===== config.mk =====
export PLATFORM = sky130hd
export DESIGN_NAME = spi_cmd_seq
export DESIGN_NICKNAME = d
export VERILOG_FILES = /design/src/rtl/spi_seq_pkg.sv /design/src/rtl/spi_frame_fmt.sv /design/src/rtl/spi_frame_eng.sv /design/src/rtl/spi_cmd_seq.sv
export SDC_FILE = /design/constraint.sdc
export NUM_CORES = 1
export LEC_CHECK = 0
export BUFFER_PORTS_ARGS = -buffer_cell sky130_fd_sc_hd__buf_2
export CAP_MARGIN = 15
export CORE_MARGIN = 2
export CORE_UTILIZATION = 40
export CTS_BUF_LIST = sky130_fd_sc_hd__clkbuf_8
export CTS_CLUSTER_DIAMETER = 60
export CTS_CLUSTER_SIZE = 40
export DETAILED_ROUTE_END_ITERATION = 12
export REMOVE_ABC_BUFFERS = 1
export SLEW_MARGIN = 20
export SYNTH_ARGS = -nofsm -noshare
export SYNTH_HDL_FRONTEND = slang
export SYNTH_SLANG_ARGS = --single-unit

===== constraint.sdc =====
create_clock -name clk_i -period 5.1 [get_ports clk_i]
set_input_delay 1.02 -clock clk_i [delete_from_list [all_inputs] [get_ports clk_i]]
set_output_delay 1.02 -clock clk_i [all_outputs]
set_load 0.02 [all_outputs]

===== src/rtl/spi_seq_pkg.sv =====
package spi_seq_pkg;

  typedef enum logic [1:0] {
    OP_RD_REG = 2'b00,
    OP_WRITE  = 2'b01,
    OP_RSVD   = 2'b10,
    OP_RD_FLG = 2'b11
  } op_e;

  typedef enum logic [2:0] {
    ST_IDLE,
    ST_LEAD,
    ST_HI,
    ST_LO,
    ST_LAG,
    ST_GAP
  } eng_st_e;

  // ns to clock cycles, rounded up, never below one
  function automatic int ns2cyc(input int ns, input int per);
    int c;
    c = (ns + per - 1) / per;
    return (c < 1) ? 1 : c;
  endfunction

endpackage


===== src/rtl/spi_frame_fmt.sv =====
module spi_frame_fmt
  import spi_seq_pkg::*;
#(
  parameter int FRAME_W = 16,
  parameter int PN_BIT  = 8
) (
  input  logic [FRAME_W-1:0] word_i,
  input  logic               par_en_i,
  output logic [FRAME_W-1:0] word_o,
  output logic               is_wr_o,
  output logic               is_rsvd_o
);

  op_e                op;
  logic [FRAME_W-1:0] rest;
  logic               par;

  assign op        = op_e'(word_i[FRAME_W-1 -: 2]);
  assign is_wr_o   = (op == OP_WRITE);
  assign is_rsvd_o = (op == OP_RSVD);

  always_comb begin
    rest         = word_i;
    rest[PN_BIT] = 1'b0;
    par          = ^rest;
    word_o       = word_i;
    word_o[PN_BIT] = is_wr_o ? (par_en_i & par) : 1'b1;
  end

endmodule


===== src/rtl/spi_frame_eng.sv =====
module spi_frame_eng
  import spi_seq_pkg::*;
#(
  parameter int FRAME_W   = 16,
  parameter int LEAD_CYC  = 110,
  parameter int HALF_CYC  = 10,
  parameter int LAG_CYC   = 6,
  parameter int CSLOW_CYC = 1101,
  parameter int GAP_CYC   = 20
) (
  input  logic               clk_i,
  input  logic               rst_ni,
  input  logic               start_i,
  input  logic [FRAME_W-1:0] word_i,
  input  logic               auto_i,
  output logic               idle_o,
  output logic               sclk_o,
  output logic               cs_no,
  output logic               mosi_o,
  input  logic               miso_i,
  output logic               rsp_valid_o,
  output logic [FRAME_W-1:0] rsp_word_o,
  output logic               rsp_auto_o
);

  localparam int SPAN  = CSLOW_CYC + LEAD_CYC + 2 * HALF_CYC * FRAME_W + LAG_CYC + GAP_CYC + 2;
  localparam int CNT_W = $clog2(SPAN) + 1;
  localparam int BIT_W = $clog2(FRAME_W + 1);
  localparam logic [CNT_W-1:0] LEAD_M1  = CNT_W'(LEAD_CYC - 1);
  localparam logic [CNT_W-1:0] HALF_M1  = CNT_W'(HALF_CYC - 1);
  localparam logic [CNT_W-1:0] LAG_M1   = CNT_W'(LAG_CYC - 1);
  localparam logic [CNT_W-1:0] CSLOW_M1 = CNT_W'(CSLOW_CYC - 1);
  localparam logic [CNT_W-1:0] GAP_M1   = CNT_W'(GAP_CYC - 1);
  localparam logic [BIT_W-1:0] LAST_BIT = BIT_W'(FRAME_W - 1);

  eng_st_e            st;
  logic [CNT_W-1:0]   ph;
  logic [CNT_W-1:0]   low_cnt;
  logic [BIT_W-1:0]   bit_cnt;
  logic [FRAME_W-1:0] tx_sh;
  logic [FRAME_W-1:0] rx_sh;
  logic               tag;

  assign idle_o = (st == ST_IDLE);

  always_ff @(posedge clk_i or negedge rst_ni) begin
    if (!rst_ni) begin
      st          <= ST_IDLE;
      ph          <= '0;
      low_cnt     <= '0;
      bit_cnt     <= '0;
      tx_sh       <= '0;
      rx_sh       <= '0;
      tag         <= 1'b0;
      sclk_o      <= 1'b0;
      cs_no       <= 1'b1;
      mosi_o      <= 1'b0;
      rsp_valid_o <= 1'b0;
      rsp_word_o  <= '0;
      rsp_auto_o  <= 1'b0;
    end else begin
      rsp_valid_o <= 1'b0;
      if (!cs_no) low_cnt <= low_cnt + 1'b1;
      case (st)
        ST_IDLE: begin
          if (start_i) begin
            tx_sh   <= word_i;
            tag     <= auto_i;
            cs_no   <= 1'b0;
            mosi_o  <= word_i[FRAME_W-1];
            ph      <= '0;
            low_cnt <= '0;
            bit_cnt <= '0;
            st      <= ST_LEAD;
          end
        end
        ST_LEAD: begin
          ph <= ph + 1'b1;
          if (ph == LEAD_M1) begin
            sclk_o <= 1'b1;
            rx_sh  <= {rx_sh[FRAME_W-2:0], miso_i};
            ph     <= '0;
            st     <= ST_HI;
          end
        end
        ST_HI: begin
          ph <= ph + 1'b1;
          if (ph == HALF_M1) begin
            sclk_o  <= 1'b0;
            ph      <= '0;
            bit_cnt <= bit_cnt + 1'b1;
            if (bit_cnt == LAST_BIT) begin
              st <= ST_LAG;
            end else begin
              tx_sh  <= {tx_sh[FRAME_W-2:0], 1'b0};
              mosi_o <= tx_sh[FRAME_W-2];
              st     <= ST_LO;
            end
          end
        end
        ST_LO: begin
          ph <= ph + 1'b1;
          if (ph == HALF_M1) begin
            sclk_o <= 1'b1;
            rx_sh  <= {rx_sh[FRAME_W-2:0], miso_i};
            ph     <= '0;
            st     <= ST_HI;
          end
        end
        ST_LAG: begin
          ph <= ph + 1'b1;
          // release only once both lag and stretched low time are met
          if (ph >= LAG_M1 && low_cnt >= CSLOW_M1) begin
            cs_no       <= 1'b1;
            rsp_valid_o <= 1'b1;
            rsp_word_o  <= rx_sh;
            rsp_auto_o  <= tag;
            ph          <= '0;
            st          <= ST_GAP;
          end
        end
        ST_GAP: begin
          ph <= ph + 1'b1;
          if (ph >= GAP_M1) st <= ST_IDLE;
        end
        default: st <= ST_IDLE;
      endcase
    end
  end

endmodule


===== src/rtl/spi_cmd_seq.sv =====
module spi_cmd_seq
  import spi_seq_pkg::*;
#(
  parameter int                 CLK_PERIOD_NS = 5,
  parameter int                 FRAME_W       = 16,
  parameter int                 PN_BIT        = 8,
  parameter int                 LEAD_NS       = 550,
  parameter int                 LAG_NS        = 30,
  parameter int                 CS_LOW_NS     = 5505,
  parameter int                 CS_HIGH_NS    = 100,
  parameter int                 SCLK_HALF_NS  = 50,
  parameter logic [FRAME_W-1:0] FLUSH_WORD    = 16'h2580
) (
  input  logic               clk_i,
  input  logic               rst_ni,
  input  logic               req_valid_i,
  output logic               req_ready_o,
  input  logic [FRAME_W-1:0] req_word_i,
  input  logic               req_last_i,
  input  logic               req_par_en_i,
  output logic               err_o,
  output logic               rsp_valid_o,
  output logic [FRAME_W-1:0] rsp_word_o,
  output logic               rsp_auto_o,
  output logic               sclk_o,
  output logic               cs_no,
  output logic               mosi_o,
  input  logic               miso_i
);

  localparam int LEAD_CYC  = ns2cyc(LEAD_NS, CLK_PERIOD_NS);
  localparam int LAG_CYC   = ns2cyc(LAG_NS, CLK_PERIOD_NS);
  localparam int CSLOW_CYC = ns2cyc(CS_LOW_NS, CLK_PERIOD_NS);
  localparam int GAP_CYC   = ns2cyc(CS_HIGH_NS, CLK_PERIOD_NS);
  localparam int HALF_CYC  = ns2cyc(SCLK_HALF_NS, CLK_PERIOD_NS);

  logic [FRAME_W-1:0] fmt_word;
  logic               fmt_wr;
  logic               fmt_rsvd;
  logic               eng_idle;
  logic               flush_pend;
  logic               acc;
  logic               start;
  logic [FRAME_W-1:0] start_word;

  spi_frame_fmt #(
    .FRAME_W (FRAME_W),
    .PN_BIT  (PN_BIT)
  ) i_fmt (
    .word_i    (req_word_i),
    .par_en_i  (req_par_en_i),
    .word_o    (fmt_word),
    .is_wr_o   (fmt_wr),
    .is_rsvd_o (fmt_rsvd)
  );

  assign req_ready_o = eng_idle & ~flush_pend;
  assign acc         = req_valid_i & req_ready_o;
  // an owed flush wins over any waiting request
  assign start       = eng_idle & (flush_pend | (req_valid_i & ~fmt_rsvd));
  assign start_word  = flush_pend ? FLUSH_WORD : fmt_word;

  always_ff @(posedge clk_i or negedge rst_ni) begin
    if (!rst_ni) begin
      flush_pend <= 1'b0;
      err_o      <= 1'b0;
    end else begin
      err_o <= acc & fmt_rsvd;
      if (eng_idle && flush_pend) flush_pend <= 1'b0;
      else if (acc && fmt_wr && req_last_i) flush_pend <= 1'b1;
    end
  end

  spi_frame_eng #(
    .FRAME_W   (FRAME_W),
    .LEAD_CYC  (LEAD_CYC),
    .HALF_CYC  (HALF_CYC),
    .LAG_CYC   (LAG_CYC),
    .CSLOW_CYC (CSLOW_CYC),
    .GAP_CYC   (GAP_CYC)
  ) i_eng (
    .clk_i       (clk_i),
    .rst_ni      (rst_ni),
    .start_i     (start),
    .word_i      (start_word),
    .auto_i      (flush_pend),
    .idle_o      (eng_idle),
    .sclk_o      (sclk_o),
    .cs_no       (cs_no),
    .mosi_o      (mosi_o),
    .miso_i      (miso_i),
    .rsp_valid_o (rsp_valid_o),
    .rsp_word_o  (rsp_word_o),
    .rsp_auto_o  (rsp_auto_o)
  );

endmodule


==> impl_metrics.env, run 1 <==
export IMPL_grt_max_degree=61
export IMPL_avgSynthCellArea_um2=10.1
export IMPL_setup_viol=0
export IMPL_die_h_um=108
export IMPL_cp_top_family="simple AND/OR/NAND/NOR gates"
export IMPL_powerDensity_mw_per_mm2=248
export IMPL_wl_per_cell_um=13.6
export IMPL_first_global_vias=3121
export IMPL_place_congestion=0.812
export IMPL_holdCritStartpoint="i_eng.tx_sh[5]$_DFFE_PN0P_"
export IMPL_instances_no_fill=603
export IMPL_drive_gt1_frac=0.218
export IMPL_drt_pass1_iter_count=4
export IMPL_synthTopCellsByArea="dfrtp_1 50%, mux2_2 8.6%, nand2_1 5.0%, o21ai_0 3.7%, a21oi_1 2.9%"
export IMPL_dieArea_mm2=0.0116
export IMPL_crit_fanout=16
export IMPL_clock_sinks=87
export IMPL_cts_made_buffers=9
export IMPL_maxCapViolations=0
export IMPL_ant_nets=0
export IMPL_dp_hpwl_um=5550
export IMPL_criticalPathCategory="flip-flop to flip-flop"
export IMPL_coreArea_mm2=0.0104
export IMPL_cpMaxStageDelayCell="a211oi_4"
export IMPL_fmax_mhz=350
export IMPL_cts_tree="built"
export IMPL_h_tree_depth=3
export IMPL_skew_ns=0.0110
export IMPL_ys_seq_area_frac=0.507
export IMPL_ctsResizeCount=0
export IMPL_areaGrowthSynthToFinish_pct=11.9
export IMPL_place_area_mm2=0.00463
export IMPL_wl_um=8220
export IMPL_clkTransAtPathRegs_ns=0.09
export IMPL_cts_root_buffer="clkbuf_8"
export IMPL_netlist_area_mm2=0.00430
export IMPL_clkLatencyLatePin_ns=0.35
export IMPL_crit_start="i_eng.ph[8]$_DFFE_PN0P_"
export IMPL_min_period_over_period=0.561
export IMPL_yosys_warnings=0
export IMPL_p_leak_nw=2.23
export IMPL_antenna_found_initial=0
export IMPL_rsz0062_at_grt="false"
export IMPL_worst_setup_path_end_kind="flip-flop"
export IMPL_synth_distinct_cells=49
export IMPL_whs_ns=0.486
export IMPL_ys_flop_type="dfrtp_1"
export IMPL_cp_start_kind="flip-flop"
export IMPL_max_slew_margin=0.377
export IMPL_finalWorstSetupSlack_ns=2.24
export IMPL_syn_inst=426
export IMPL_clk_path_buf_depth=2
export IMPL_async_flop_share=1.00
export IMPL_pin_count=45
export IMPL_path_cells="or4_1, or3_1, a211oi_4, mux2_2"
export IMPL_tightestPinTransition_ns=0.930
export IMPL_diodes=0
export IMPL_track_usage=0.155
export IMPL_start_util=0.414
export IMPL_synth_top_area_frac=0.501
export IMPL_hold_viol=0
export IMPL_ir_drop_mv=0.188
export IMPL_die_w_um=108
export IMPL_crit_required_ns=5.34
export IMPL_ys_ff_latch=87
export IMPL_grt_pass1_wl_um=14500
export IMPL_r2r_setup_slack_ns=2.24
export IMPL_hp_class="flip-flop to flip-flop"
export IMPL_fin_area_mm2=0.00481
export IMPL_dp_cells=587
export IMPL_critPathBufInv=0
export IMPL_drt_iter0_drc=187
export IMPL_drc=0
export IMPL_rr_startpoint="i_eng.ph[8]$_DFFE_PN0P_"
export IMPL_portBuffers=43
export IMPL_row_count=37
export IMPL_synth_largest_area_cell="dfrtp_1"
export IMPL_num_nets_final=493
export IMPL_fin_tns_setup_ns=0
export IMPL_place_ws_ns=2.11
export IMPL_status="finished, final reports clean"
export IMPL_holdBufCountCts=0
export IMPL_arrival_ns=3.10
export IMPL_cts_setup_buffers=0
export IMPL_vias=3147
export IMPL_report_final_slew_viol_count=0
export IMPL_viasPerCell=5.22
export IMPL_period_needed_ns=2.86
export IMPL_synth_edff_count=0
export IMPL_overflow=0
export IMPL_max_stage_delay_ns=0.79
## layout by cell type, fill, tap and decap left out, types with 4 or more instances in the layout
cell type	Yosys	layout
xor2_1	8	8
o21ai_0	32	32
buf_2	3	42
nand3_1	8	8
mux2_2	33	33
dfrtp_1	86	86
a21oi_1	25	25
xnor2_1	13	13
or3_1	11	11
ha_1	9	9
nor3_1	10	10
inv_1	12	13
nand2_1	57	57
o211ai_1	4	4
nor3b_1	10	10
a211o_1	4	4
a21o_1	4	4
nand4_1	6	6
buf_4	0	5
nor2_1	31	30
clkbuf_8	0	9
## worst register-to-register path: stages, from the launching register on
cell and delay, ns:
dfrtp_1 0.45, or4_1 0.59, or3_1 0.49, a211oi_4 0.79, mux2_2 0.43
## layout make-up
cell class / count / area (µm²)
clock inverter: 7 / 57.6
inverter: 12 / 45.0
multi-input combinational: 305 / 1990
fill: 1010 / 5560
timing repair buffer: 47 / 248
clock buffer: 9 / 124
tap: 136 / 170
sequential: 87 / 2180
## synth_stat cells (3+ instances only)
cell      count
nand2_1      57
xnor2_1      13
nor3b_1      10
xor2_1        8
nand4_1       6
a211o_1       4
nor2_1       31
nand3_1       8
o21ai_0      32
dfrtp_1      86
o211ai_1      4
nor2b_1       3
clkbuf_1     17
ha_1          9
or3_1        11
inv_1        12
nor4_1        3
buf_2         3
o31a_1        3
a21oi_1      25
mux2_2       33
nor3_1       10
a21o_1        4
o31ai_1       3
## where the power goes
group           total, W  switching (W)  internal (W)
Sequential      0.000689              0      0.000689
Clock           0.000452       0.000268      0.000184
Combinational  0.0000522      0.0000299     0.0000223
## kinds of logic (layout without fill, tap and decap cells)
logic type	count (synthesis)	in the layout	share of synthesized area
and+or+nand+nor	151	151	0.170
AOI/OAI and AO/OA	89	89	0.130
DFF	87	87	0.507
muxes	35	35	0.0911
buffers and inverters	34	75	0.0332
xor gates and xnor gates	21	21	0.0428
adders and majority gates	9	9	0.0262
## per-layer routing
layer  track usage  wire length, µm
met5             0                0
met4        0.0375              102
met3        0.0345              270
met2         0.256             3760
met1         0.209             4090
## final timing paths
check                                              end  depth (start not counted)
hold / removal              i_eng.tx_sh[5]$_DFFE_PN0P_                          2
min in group asynchronous  i_eng.rsp_valid_o$_DFF_PN0_                          1
hold reg to reg             i_eng.tx_sh[5]$_DFFE_PN0P_                          2
setup / recovery           i_eng.rx_sh[10]$_DFFE_PN0P_                          4
setup reg to reg           i_eng.rx_sh[10]$_DFFE_PN0P_                          4
max in group asynchronous  i_eng.tx_sh[10]$_DFFE_PN0P_                          2
## through the flow
step                      total power [W]   util
after CTS                         0.00122  0.464
after global routing              0.00125  0.464
after floorplan                  0.000728      -
final                             0.00119  0.464
after detailed placement         0.000757  0.446
after global placement           0.000756  0.446
## flip-flops by register name, summed over array words and instances (netlist names), 3 cells and up
name,count
i_eng.ph,12
i_eng.rsp_word_o,16
i_eng.rx_sh,16
i_eng.low_cnt,12
i_eng.st,3
i_eng.bit_cnt,5
i_eng.tx_sh,15
(Power assumes the default switching activity.)
==> run 2: changes to the inputs <==
clock period = 2.33 ns   (was 5.1 ns; I/O delays follow)
==> run 2 against run 1 <==
  * Sequential cell count unchanged
  * Maximum frequency up 23%
  * Via count up 4.6%
  * Clock-buffer cell count unchanged
  * The flow now finishes with violations (negative setup slack)
  * Critical endpoint unchanged
  * Sequential share of layout area down 4.0 points
  * Die area unchanged
  * Clock skew up 0.00054 ns
  * First-iteration DRC count down 26%
  * Hold slack worse by 0.47 ns
  * Combinational power up 130%
  * Total power up 120%
==> impl_metrics.env, run 2 (synthesis results as in run 1) <==
export IMPL_drt_pass1_iter_count=4
export IMPL_drt_iter0_drc=139
export IMPL_areaGrowthSynthToFinish_pct=22.9
export IMPL_place_congestion=0.825
export IMPL_wl_per_cell_um=14.1
export IMPL_overflow=0
export IMPL_track_usage=0.165
export IMPL_cts_made_buffers=9
export IMPL_powerDensity_mw_per_mm2=507
export IMPL_final_cell_mix="85 x dfrtp_1, 57 x nand2_1, 42 x buf_2, 32 x o21ai_0, 30 x nor2_1"
export IMPL_ir_drop_mv=0.246
export IMPL_rsz0062_at_grt="true"
export IMPL_period_needed_ns=2.33
export IMPL_cp_start_kind="flip-flop"
export IMPL_diodes=0
export IMPL_vias=3291
export IMPL_report_final_slew_viol_count=0
export IMPL_h_tree_depth=3
export IMPL_top_regs="i_eng.rsp_word_o: 16 flops, i_eng.rx_sh: 16 flops, i_eng.tx_sh: 15 flops"
export IMPL_num_nets_final=526
export IMPL_crit_required_ns=2.58
export IMPL_mostFrequentLayoutCell="dfrtp_1"
export IMPL_clk_path_buf_depth=2
export IMPL_worst_setup_path_end_kind="flip-flop"
export IMPL_finalWorstSetupSlack_ns=-0.00212
export IMPL_p_leak_nw=2.44
export IMPL_maxCapViolations=0
export IMPL_dp_hpwl_um=6030
export IMPL_portBuffers=43
export IMPL_clkLatencyLatePin_ns=0.37
export IMPL_row_count=37
export IMPL_whs_ns=0.0167
export IMPL_antenna_found_initial=0
export IMPL_ant_nets=0
export IMPL_clkTransAtPathRegs_ns=0.10
export IMPL_multi_input_comb_area_mm2=0.00209
export IMPL_violations="negative setup slack"
export IMPL_status="finished, violations left"
export IMPL_min_period_over_period=1.00
export IMPL_cts_tree="built"
export IMPL_coreArea_mm2=0.0104
export IMPL_fmax_mhz=429
export IMPL_arrival_ns=2.59
export IMPL_drive_gt1_frac=0.284
export IMPL_pin_count=45
export IMPL_dieArea_mm2=0.0116
export IMPL_hp_class="input port to asynchronous set/reset pin"
export IMPL_clock_sinks=87
export IMPL_die_w_um=108
export IMPL_fin_area_mm2=0.00528
export IMPL_max_slew_margin=0.658
export IMPL_skew_ns=0.0116
export IMPL_die_h_um=108
export IMPL_viasPerCell=5.17
export IMPL_criticalPathCategory="flip-flop to flip-flop"
export IMPL_seqCellArea_mm2=0.00218
export IMPL_first_global_vias=3178
export IMPL_wl_um=8950
export IMPL_place_area_mm2=0.00488
export IMPL_cts_root_buffer="clkbuf_8"
export IMPL_holdBufCountCts=0
export IMPL_start_util=0.414
export IMPL_setup_viol=2
export IMPL_crit_fanout=8
export IMPL_tightestPinTransition_ns=0.509
export IMPL_drc=0
export IMPL_grt_pass1_wl_um=15300
export IMPL_hold_viol=0
export IMPL_grt_max_degree=40
export IMPL_n_fill_cell=943
==> run 2: where the power goes <==
part | internal [W] | switching [W] | total, W
registers | 0.00151 | 0 | 0.00151
clock network | 0.000421 | 0.000631 | 0.00105
logic | 0.0000522 | 0.0000660 | 0.000118
==> run 2: worst max-delay path, cell delays in order (launching register included) <==
cell,delay [ns]
dfrtp_1,0.41
or4_4,0.54
or3_4,0.44
a211oi_4,0.22
buf_6,0.16
buf_12,0.14
mux2_4,0.30
==> run 2: worst paths after layout <==
path / start / to / slack (ns) / depth (start not counted)
worst max register to register: i_eng.ph[9]$_DFFE_PN0P_ / i_eng.rx_sh[10]$_DFFE_PN0P_ / -0.002 / 6
worst min-delay path: rst_ni / i_eng.rsp_word_o[14]$_DFFE_PN0P_ / 0.02 / 1
min in group clk_i: miso_i / i_eng.rx_sh[0]$_DFFE_PN0P_ / 0.33 / 2
worst max-delay path: i_eng.ph[9]$_DFFE_PN0P_ / i_eng.rx_sh[10]$_DFFE_PN0P_ / -0.002 / 6
worst min register to register: i_eng.tx_sh[5]$_DFFE_PN0P_ / i_eng.tx_sh[5]$_DFFE_PN0P_ / 0.49 / 2
max in group asynchronous: rst_ni / i_eng.tx_sh[12]$_DFFE_PN0P_ / 1.69 / 2
==> run 2: area by class of cell <==
cell class                 count  share of cell area
clock buffer                   9              0.0235
sequential                    87               0.413
tap                          136              0.0322
timing repair buffer          80               0.113
multi-input combinational    305               0.396
clock inverter                 7              0.0137
inverter                      12             0.00853
==> run 2: repair_timing <==
action	in CTS	in global routing
endpoints found under the setup margin	27	51
cloned	2	0
gates resized for setup	8	25
setup buffers	2	3
pin swaps	5	8
==> run 2: per-stage QoR <==
step	instances	utilization	TNS (ns)	power [W]	setup slack (ns)
floorplan	404	-	-18.73	0.00159	-0.654
global placement	613	0.471	-0.588	0.00166	-0.0390
detailed placement	613	0.471	-1.23	0.00166	-0.0842
CTS	633	0.499	-0.0334	0.00273	-0.0119
global route	636	0.509	-0.640	0.00281	-0.0554
finish	636	0.509	-0.00237	0.00268	-0.00212
==> run 2: per-layer routing <==
metal  part of all wire  global-route usage  vias to the layer above
met5                  0                   0                        -
met4             0.0054              0.0366                        0
met3              0.044              0.0466                        6
met2               0.48               0.268                       72
met1               0.47               0.221                     1579
li1                   -                   -                     1634
